<file path="config.mk">
export PLATFORM = sky130hd
export DESIGN_NAME = hilo_pwm_top
export DESIGN_NICKNAME = d
export VERILOG_FILES = /design/src/rtl/hilo_pwm_pkg.sv /design/src/rtl/hilo_pwm_regs.sv /design/src/rtl/hilo_pwm_chan.sv /design/src/rtl/hilo_pwm_top.sv
export SDC_FILE = /design/constraint.sdc
export NUM_CORES = 1
export LEC_CHECK = 0
export ABC_AREA = 1
export BUFFER_PORTS_ARGS = -buffer_cell sky130_fd_sc_hd__buf_4
export CAP_MARGIN = 20
export CORE_MARGIN = 2
export CORE_UTILIZATION = 50
export CTS_CLUSTER_DIAMETER = 100
export DETAILED_ROUTE_END_ITERATION = 8
export GPL_TIMING_DRIVEN = 0
export PLACE_DENSITY = 0.68
export SYNTH_ARGS = -nofsm -noshare
export SYNTH_HDL_FRONTEND = slang
export SYNTH_HIERARCHICAL = 1
export SYNTH_SLANG_ARGS = --single-unit
export TNS_END_PERCENT = 30
</file>
<file path="constraint.sdc">
create_clock -name clk -period 3.8 [get_ports clk]
set_input_delay 0.19 -clock clk [delete_from_list [all_inputs] [get_ports clk]]
set_output_delay 0.19 -clock clk [all_outputs]
set_load 0.02 [all_outputs]
</file>
<file path="src/rtl/hilo_pwm_pkg.sv">
package hilo_pwm_pkg;
  localparam int DATA_W   = 32;
  localparam int CNT_W    = 16;
  localparam int DIV_W    = 7;
  localparam int NUM_CH   = 2;
  localparam int CTRL_W   = 24;
  localparam int CTRL_IDX = NUM_CH;
  // control word field positions
  localparam int EN_LSB    = 0;
  localparam int DIV_LSB   = 8;
  localparam int CH_STRIDE = 8;

  // per-channel settings handed from the register file to a datapath
  typedef struct packed {
    logic             run;
    logic [DIV_W-1:0] divN;
    logic [CNT_W-1:0] highTicks;
    logic [CNT_W-1:0] lowTicks;
  } chanCtl_t;
endpackage

</file>
<file path="src/rtl/hilo_pwm_regs.sv">
module hilo_pwm_regs
  import hilo_pwm_pkg::*;
#(
  parameter int ADDR_W = 5
) (
  input  logic              clk,
  input  logic              rstN,
  input  logic              wrEn,
  input  logic [ADDR_W-1:0] addr,
  input  logic [DATA_W-1:0] wdata,
  output logic [DATA_W-1:0] rdata,
  output chanCtl_t          chCtl [NUM_CH]
);
  localparam int IDX_W = ADDR_W - 2;

  logic [IDX_W-1:0]  idx;
  logic              aligned;
  logic [DATA_W-1:0] dutyReg [NUM_CH];
  logic [CTRL_W-1:0] ctrlReg;

  assign idx     = addr[ADDR_W-1:2];
  assign aligned = (addr[1:0] == 2'b00);

  always_ff @(posedge clk) begin
    if (!rstN) begin
      for (int c = 0; c < NUM_CH; c++) dutyReg[c] <= '0;
      ctrlReg <= '0;
    end else if (wrEn && aligned) begin
      for (int c = 0; c < NUM_CH; c++) begin
        if (idx == IDX_W'(c)) dutyReg[c] <= wdata;
      end
      if (idx == IDX_W'(CTRL_IDX)) ctrlReg <= wdata[CTRL_W-1:0];
    end
  end

  always_comb begin
    rdata = '0;
    if (aligned) begin
      for (int c = 0; c < NUM_CH; c++) begin
        if (idx == IDX_W'(c)) rdata = dutyReg[c];
      end
      if (idx == IDX_W'(CTRL_IDX)) rdata = {{(DATA_W-CTRL_W){1'b0}}, ctrlReg};
    end
  end

  for (genvar c = 0; c < NUM_CH; c++) begin : g_ctl
    localparam int DIV_POS  = DIV_LSB + c * CH_STRIDE;
    localparam int GATE_POS = DIV_POS + DIV_W;
    assign chCtl[c].run       = ctrlReg[EN_LSB + c] & ctrlReg[GATE_POS];
    assign chCtl[c].divN      = ctrlReg[DIV_POS +: DIV_W];
    assign chCtl[c].highTicks = dutyReg[c][DATA_W-1 -: CNT_W];
    assign chCtl[c].lowTicks  = dutyReg[c][CNT_W-1:0];
  end

  // writes to reserved slots leave every register as it was
  assert_unused_idx_R11: assert property (@(posedge clk) disable iff (!rstN)
    (wrEn && idx > IDX_W'(CTRL_IDX)) |=>
      ($stable(ctrlReg) && $stable(dutyReg[0]) && $stable(dutyReg[1])));

  // upper byte of the control word always reads zero
  assert_reserved_zero_R3: assert property (@(posedge clk) disable iff (!rstN)
    (idx == IDX_W'(CTRL_IDX)) |-> (rdata[DATA_W-1:CTRL_W] == '0));
endmodule

</file>
<file path="src/rtl/hilo_pwm_chan.sv">
module hilo_pwm_chan
  import hilo_pwm_pkg::*;
(
  input  logic     clk,
  input  logic     rstN,
  input  chanCtl_t cfg,
  output logic     pwmOut
);
  logic             started;
  logic             phaseHigh;
  logic [DIV_W-1:0] preCnt;
  logic [CNT_W-1:0] tickCnt;
  logic [CNT_W-1:0] actHigh;
  logic [CNT_W-1:0] actLow;
  logic [DIV_W-1:0] actDiv;

  logic             tick;
  logic [CNT_W:0]   tickNext;
  logic             endHigh;
  logic             endLow;
  logic             boundary;

  assign tick     = (preCnt == actDiv);
  assign tickNext = {1'b0, tickCnt} + 1'b1;
  assign endHigh  = (tickNext >= {1'b0, actHigh});
  assign endLow   = (tickNext >= {1'b0, actLow});
  // period ends on the last tick of the high phase when there is no low
  // phase, or on the last tick of the low phase
  assign boundary = tick && (phaseHigh ? (endHigh && actLow == '0) : endLow);
  assign pwmOut   = phaseHigh;

  always_ff @(posedge clk) begin
    if (!rstN || !cfg.run) begin
      started   <= 1'b0;
      phaseHigh <= 1'b0;
      preCnt    <= '0;
      tickCnt   <= '0;
      actHigh   <= '0;
      actLow    <= '0;
      actDiv    <= '0;
    end else if (!started || boundary) begin
      started   <= 1'b1;
      actHigh   <= cfg.highTicks;
      actLow    <= cfg.lowTicks;
      actDiv    <= cfg.divN;
      phaseHigh <= (cfg.highTicks != '0);
      preCnt    <= '0;
      tickCnt   <= '0;
    end else if (tick) begin
      preCnt <= '0;
      if (phaseHigh && endHigh) begin
        phaseHigh <= 1'b0;
        tickCnt   <= '0;
      end else begin
        tickCnt <= tickNext[CNT_W-1:0];
      end
    end else begin
      preCnt <= preCnt + 1'b1;
    end
  end

  // a channel that is not running drives low on the next edge
  assert_idle_low_R6: assert property (@(posedge clk) disable iff (!rstN)
    !cfg.run |=> !pwmOut);

  // the output is never high with a zero high count latched
  assert_zero_high_R7: assert property (@(posedge clk) disable iff (!rstN)
    pwmOut |-> (actHigh != '0));

  // the prescale counter never passes the latched divisor
  assert_prescale_bound_R5: assert property (@(posedge clk) disable iff (!rstN)
    preCnt <= actDiv);

  // high phase tick position stays inside the high count
  assert_high_bound_R4: assert property (@(posedge clk) disable iff (!rstN)
    phaseHigh |-> (tickCnt < actHigh));

  // latched settings change only at a period boundary or a restart
  assert_hold_cfg_R9: assert property (@(posedge clk) disable iff (!rstN)
    (started && cfg.run && !tick) |=>
      ($stable(actHigh) && $stable(actLow) && $stable(actDiv)));
endmodule

</file>
<file path="src/rtl/hilo_pwm_top.sv">
module hilo_pwm_top
  import hilo_pwm_pkg::*;
#(
  parameter int ADDR_W = 5
) (
  input  logic              clk,
  input  logic              rstN,
  input  logic              wrEn,
  input  logic [ADDR_W-1:0] addr,
  input  logic [DATA_W-1:0] wdata,
  output logic [DATA_W-1:0] rdata,
  output logic [NUM_CH-1:0] pwmOut
);
  chanCtl_t chCtl [NUM_CH];

  hilo_pwm_regs #(.ADDR_W(ADDR_W)) u_regs (
    .clk   (clk),
    .rstN  (rstN),
    .wrEn  (wrEn),
    .addr  (addr),
    .wdata (wdata),
    .rdata (rdata),
    .chCtl (chCtl)
  );

  for (genvar c = 0; c < NUM_CH; c++) begin : g_chan
    hilo_pwm_chan u_chan (
      .clk    (clk),
      .rstN   (rstN),
      .cfg    (chCtl[c]),
      .pwmOut (pwmOut[c])
    );
  end
endmodule

</file>
Word level (Yosys, flattened, before mapping)
Memory sizes are Yosys's and may differ from the RTL's.
Index checks and enable logic that the tools add are counted.

cells by class
  equality and inequality tests = 4
  $add $sub $neg = 4
  order comparisons = 4
  muxes and demuxes = 25
  reduce and logical (&&, ||, !) cells = 33
  bitwise logic cells = 4

operators with widths
  kind                   number
  $mux 32                6
  $ge 17x16->1           4
  $add 16x1->17 const B  2
  $logic_not 16->1       2
  $mux 16                2
  $reduce_bool 16->1     2
  $mux 1                 17
  $add 7x1->7 const B    2
  $eq 7x7->1             2
  $reduce_bool 2->1      4
  $logic_and 1x1->1      7
  $reduce_and 2->1       3
  $reduce_or 3->1        2
  $logic_not 1->1        5
  $logic_or 1x1->1       4
  $reduce_or 2->1        2
  $eq 3x1->1 const B     1
  $eq 3x2->1 const B     1
  $logic_not 3->1        1
  $and 1x1->1            2
  $logic_not 2->1        1
  $or 1x1->1             2

storage, ports and cells
  register bits = 152
  input port bits = 40
  bits in writable memories = 64
  word-level logic and storage cells = 90
  memories kept = 1
  output and inout port bits = 34

memories
  memory          depth  width  read ports  clocked after memory_dff  write ports  RTL line             source
  u_regs.dutyReg  2      32     2           0                         2            hilo_pwm_regs.sv:18  logic [DATA_W-1:0] dutyReg [NUM_CH];

Logic depth before layout (Yosys ltp)
  depth in word-level cells = 8
  mapped depth = 23
  gate-level depth less buffers = 22

Hierarchy
Netlist, hierarchy kept.

by module, submodules not included
  module                            area an instance (sq um)  instances  sequential area each (sq um)  cells an instance
  hilo_pwm_chan (g_chan[1].u_chan)  4204.0                    1          1281.2                        620
  hilo_pwm_chan (g_chan[0].u_chan)  4134.0                    1          1281.2                        619
  hilo_pwm_regs                     3985.1                    1          2402.3                        431

Worst setup path after synthesis
No wires, ideal clock.

  path kind = register to register
  start point = reg g_chan[0].u_chan.tickCnt[0]
  end point = reg g_chan[0].u_chan.actDiv[0]
  buffers on the path = 1
  cell stages (with the launch flop) = 21
  arrival = 2.752 ns
  slack = 0.933 ns
  required time = 3.685 ns
  setup time = 0.115 ns
  period minus slack after synthesis = 2.867 ns
  path through = dfxtp_1 -> ha_1 -> nand3_1 -> nor2_4 -> inv_1 -> nor3_1 -> xor2_1 -> inv_1 -> ha_1 -> a21o_1 -> a21oi_1 -> nand3_1 -> nor2_1 -> nand2_1 -> nand3_1 -> nand2_1 -> inv_1 -> nand2_4 -> buf_4 -> a21oi_1 -> nor2_1

on the way
  longest elaborated chain between the ends = 6
  elaborated cells between the ends (all ways) = 7
  classes of those cells = 1 x add/sub; 2 x order compare; 1 x mux; 3 x reduce/logical

RTL lines
  element                 RTL line             source
  from (decl)             hilo_pwm_chan.sv:12  logic [CNT_W-1:0] tickCnt;
  from (signal assigned)  hilo_pwm_chan.sv:55  tickCnt <= tickNext[CNT_W-1:0];
  $add 16x1->17 (*)       hilo_pwm_chan.sv:24  assign tickNext = {1'b0, tickCnt} + 1'b1;
  $ge 17x16->1            hilo_pwm_chan.sv:25  assign endHigh = (tickNext >= {1'b0, actHigh});
  $logic_and 1x1->1       hilo_pwm_chan.sv:29  assign boundary = tick && (phaseHigh ? (endHigh && actLow == '0) : endLow);
  $mux 1 (*)              hilo_pwm_chan.sv:29
  $logic_and 1x1->1 (*)   hilo_pwm_chan.sv:29
  $logic_or 1x1->1 (*)    hilo_pwm_chan.sv:41  end else if (!started || boundary) begin
  to (signal assigned)    hilo_pwm_chan.sv:45  actDiv <= cfg.divN;
  to (decl)               hilo_pwm_chan.sv:15  logic [DIV_W-1:0] actDiv;

Mark *: on every way between the ends. The rest lies on a longest branch, timed or not.
A chain may end at the register's enable or synchronous reset.

Worst setup path in the final report
  start point = reg g_chan[0].u_chan.tickCnt[0]
  end point = reg g_chan[0].u_chan.actHigh[3]

on the way
  longest elaborated chain between the ends = 6
  elaborated cells between the ends (all ways) = 7
  classes of those cells = 1 x add/sub; 2 x order compare; 1 x mux; 3 x reduce/logical

RTL lines
  element                RTL line             source
  $add 16x1->17 (*)      hilo_pwm_chan.sv:24
  $ge 17x16->1           hilo_pwm_chan.sv:25
  $logic_and 1x1->1      hilo_pwm_chan.sv:29
  $mux 1 (*)             hilo_pwm_chan.sv:29
  $logic_and 1x1->1 (*)  hilo_pwm_chan.sv:29
  $logic_or 1x1->1 (*)   hilo_pwm_chan.sv:41
  to (signal assigned)   hilo_pwm_chan.sv:43  actHigh <= cfg.highTicks;
  to (decl)              hilo_pwm_chan.sv:13  logic [CNT_W-1:0] actHigh;

Marks and branches as above.

==> PnR_summary.wiki <==
{| class="wikitable"
! Metric !! Value
|-
| Number of placement rows || 57
|-
| Netlist cell types || 42
|-
| Internal cell power || 0.003890 W
|-
| Most common flop cell mapped by yosys || dfxtp_1
|-
| Post-Syn Nets || 1778
|-
| Clock Skews || 0.02335 ns
|-
| Post-layout instance area || 0.01434 mm2
|-
| Number of global-route vias before repair || 10140
|-
| Worst slew slack as a fraction of its limit || 39.27%
|-
| Remaining antenna violation count || 0
|-
| Max incr delay on CP || 0.41 ns
|-
| Final worst-path cycle share || 89.27%
|-
| Cell with the most instances after synthesis || inv_1
|-
| Overflow after GRT || 0
|-
| Number of setup violations in the final report || 0
|-
| Worst-Skew Late Latency || 0.55 ns
|-
| # IOs || 74
|-
| Class of the most critical setup path || reg -> reg
|-
| Unrepaired setup endpoints after global routing || no
|-
| Sw Share || 23.03%
|-
| Average cell area after synthesis || 7.379 um2
|-
| Largest net degree at the start of global routing || 19
|-
| Final period demand of the worst path || 3.392 ns
|-
| Ratio of routed vias to standard cells || 5.133
|-
| Fmax || 294.8 MHz
|-
| Worst ir drop on vdd || 0.0003350 V
|-
| Routability-driven placement congestion ratio || 0.9121
|-
| Logic pwr share || 5.3%
|-
| Total detailed-routing wirelength || 32880 um
|-
| Status || completed
|-
| Final Hold Violating Endpoints || 0
|-
| EDFF count, synth || 64
|-
| Number of maximum-capacitance constraint violations || 0
|-
| Part of the Yosys area used for sequential elements || 40.29%
|-
| Synth top area share || 24.69%
|-
| Switching power || 0.001164 W
|-
| Die area || 0.02592 mm2
|-
| Least-Margin Pin Slew || 0.9088 ns
|-
| Num CTS Buffers || 25
|-
| CTS H-tree lvls || 1
|-
| Arrival time of the worst setup path || 3.81 ns
|-
| Post-DP Area || 0.01331 mm2
|-
| Net count reported at finish || 1901
|-
| CP cell instances || nand2_1 > nor2_1 > nand4_1 > nor2_2 > inv_1 > o31ai_1 > o21ai_0 > inv_1 > ha_1 > nand2_1 > a21oi_1 > o21bai_1 > nand3_1 > nor2_1 > nand2_1 > nand3_1 > nand2_1 > inv_1 > nand2_4 > buf_4 > a21oi_1 > nor2_1
|-
| Data required, critical path || 4.22 ns
|-
| DRT iter0 DRCs || 996
|-
| Placed cell count || 2068
|-
| Number of synthesis warnings || 6
|-
| Chip Width || 161.0 um
|-
| Global routing usage summed across all routing layers || 25.14%
|-
| Filler-free cell count of the finished design || 2136
|-
| Leading cell types by count after synthesis || inv_1, nand2_1, nor2_1
|-
| Startpoint kind of the worst setup timing path || register
|-
| Clock-pin slew reported for the worst setup and hold paths after clock tree synthesis || 0.06 ns
|-
| Biggest area consumer among synthesized cells || dfxtp_1
|-
| Buffer type at the clock tree root || clkbuf_16
|-
| Drt wl/cell || 15.39 um
|-
| DRT Pass-1 Iters || 5
|-
| Critical path endpoint category || register
|-
| Cell count after synthesis || 1670
|-
| Total via count after detailed routing || 10970
|-
| Area grow syn2layout || 16.34%
|-
| TritonCTS clock tree || done
|-
| Slowest CP cell || dfxtp_2
|-
| Maximum root-to-sink buffer count || 3
|-
| Number of pins with negative max-slew slack in the final report || 0
|-
| Placeable core area || 0.02425 mm2
|-
| Part of the total power dissipated in sequential elements || 48.3%
|-
| Register bit count reported by yosys || 216
|-
| Wire length of the first global-routing pass || 52230 um
|-
| Class of the most critical hold timing path || in -> reg
|-
| Y dimension of the die || 161.0 um
|-
| Total power || 0.005054 W
|-
| Drc violations || 0
|-
| Share of flip-flops with an asynchronous set or reset || 0%
|-
| Count of buffers from port buffering || 72
|-
| Maximum fanout encountered on the critical timing path || 10
|-
| Number of antenna violations at the first check in global routing || 0
|-
| Clk network pwr share || 46.3%
|-
| Antenna cell count || 0
|-
| Layout cell share with drive strength beyond 1 || 12.64%
|-
| Sinks on the clock net || 216
|-
| Cells taking the most area after synthesis || dfxtp_1, edfxtp_1, inv_1
|-
| Total power divided by cell area || 352.6 mW/mm2
|-
| Standby leakage power || 6.909 nW
|-
| Summed negative setup slack over all endpoints || 0 ns
|-
| Effective utilization at floorplan || 50.82%
|-
| Post-synthesis instance area || 0.01232 mm2
|-
| CP most frequent cell || nand2_1
|-
| Half-perimeter wire length after detailed placement || 25210 um
|}
==> sequential cells by signal (all words and copies together) (netlist names) <==
signal	cells
g_chan.u_chan/preCnt	14
g_chan.u_chan/actDiv	14
u_regs/ctrlReg	24
u_regs/dutyReg	64
g_chan.u_chan/actHigh	32
g_chan.u_chan/actLow	32
g_chan.u_chan/tickCnt	32
g_chan.u_chan/started	2
g_chan.u_chan/pwmOut	2
==> cells in the final DEF, fill, tap and decap left out, types with 18 or more instances in the layout <==
master and instances:
inv_1 273, nand2_1 251, nor2_1 247, a21oi_1 166
dfxtp_1 151, nand3_1 134, buf_4 98, ha_1 68
edfxtp_1 64, o21ai_0 55, nand4_1 37, clkbuf_16 26
clkbuf_1 26, buf_2 23, xnor2_1 22, dlygate4sd3_1 21
nor2_2 18
==> what timing repair did <==
action / in CTS / in global routing
hold buffers: 21 / 0
endpoints found under the hold margin: 25 / 0
endpoints found under the setup margin: 0 / 106
gates resized for setup: 0 / 5
setup buffers: 0 / 1
==> power by group through the flow <==
stage               Clock [W]  Sequential (W)  Combinational (W)
finish                0.00234         0.00244           0.000269
global route          0.00248         0.00245           0.000291
CTS                   0.00238         0.00244           0.000266
detailed placement          0         0.00249           0.000247
global placement            0         0.00249           0.000241
floorplan                   0         0.00248           0.000139
==> stage by stage <==
stage	hold WS, ns	worst slack, ns	utilization (%)
after global routing	0.01653	0.03706	59.12
final	0.01390	0.4077	59.12
after CTS	0.002691	0.2621	59.05
after floorplan	0.4219	0.9327	-
after detailed placement	0.4658	0.2967	54.90
after global placement	0.4573	0.3356	54.72
==> final cells by class <==
| class | count | area, um2 |
|---|---|---|
| fill | 2357 | 9912 |
| multi-input combinational | 1090 | 5746 |
| sequential | 216 | 4966 |
| inverter | 280 | 1052 |
| timing repair buffer | 96 | 800.8 |
| clock buffer | 37 | 711.9 |
| buffer | 84 | 570.5 |
| tap | 324 | 405.4 |
| clock inverter | 9 | 83.83 |
==> worst max-delay path, delay by kind of cell, from the launching register on <==
kind / cells / cell delay, ns
AO/OA/AOI/OAI: 5 / 0.66
adder cells (fa/ha/maj): 1 / 0.24
buffers and inverters: 4 / 0.53
flip-flops: 1 / 0.41
AND/OR/NAND/NOR: 12 / 1.44
==> final timing paths <==
path                            slack, ns  depth (start not counted)                     endpoint                   startpoint
worst max-delay path                 0.41                         22  g_chan[0].u_chan/actHigh[3]  g_chan[0].u_chan/tickCnt[0]
worst min-delay path                 0.01                          5           u_regs/ctrlReg[11]                    wdata[11]
worst max register to register       0.41                         22  g_chan[0].u_chan/actHigh[3]  g_chan[0].u_chan/tickCnt[0]
worst min register to register       0.48                          2            u_regs/ctrlReg[6]            u_regs/ctrlReg[6]
==> cell families (layout without fill, tap and decap cells) <==
logic type / count (synthesis) / count (layout) / synth area share, %
compound gates: 246 / 246 / 10.37
fa+ha+maj: 68 / 68 / 6.904
flops: 216 / 216 / 40.29
buf+inv: 364 / 506 / 13.17
simple gates: 740 / 740 / 26.71
xor+xnor: 36 / 36 / 2.559
==> layer usage <==
layer / global-route usage, % / vias to the layer above / wire length [um]
met5: 0 / - / 0
met4: 7.143 / 0 / 878
met3: 2.671 / 61 / 1791
met2: 40.21 / 311 / 14620
met1: 36.24 / 5006 / 15590
li1: - / 5587 / -
Power figures use the tool's default switching activity.
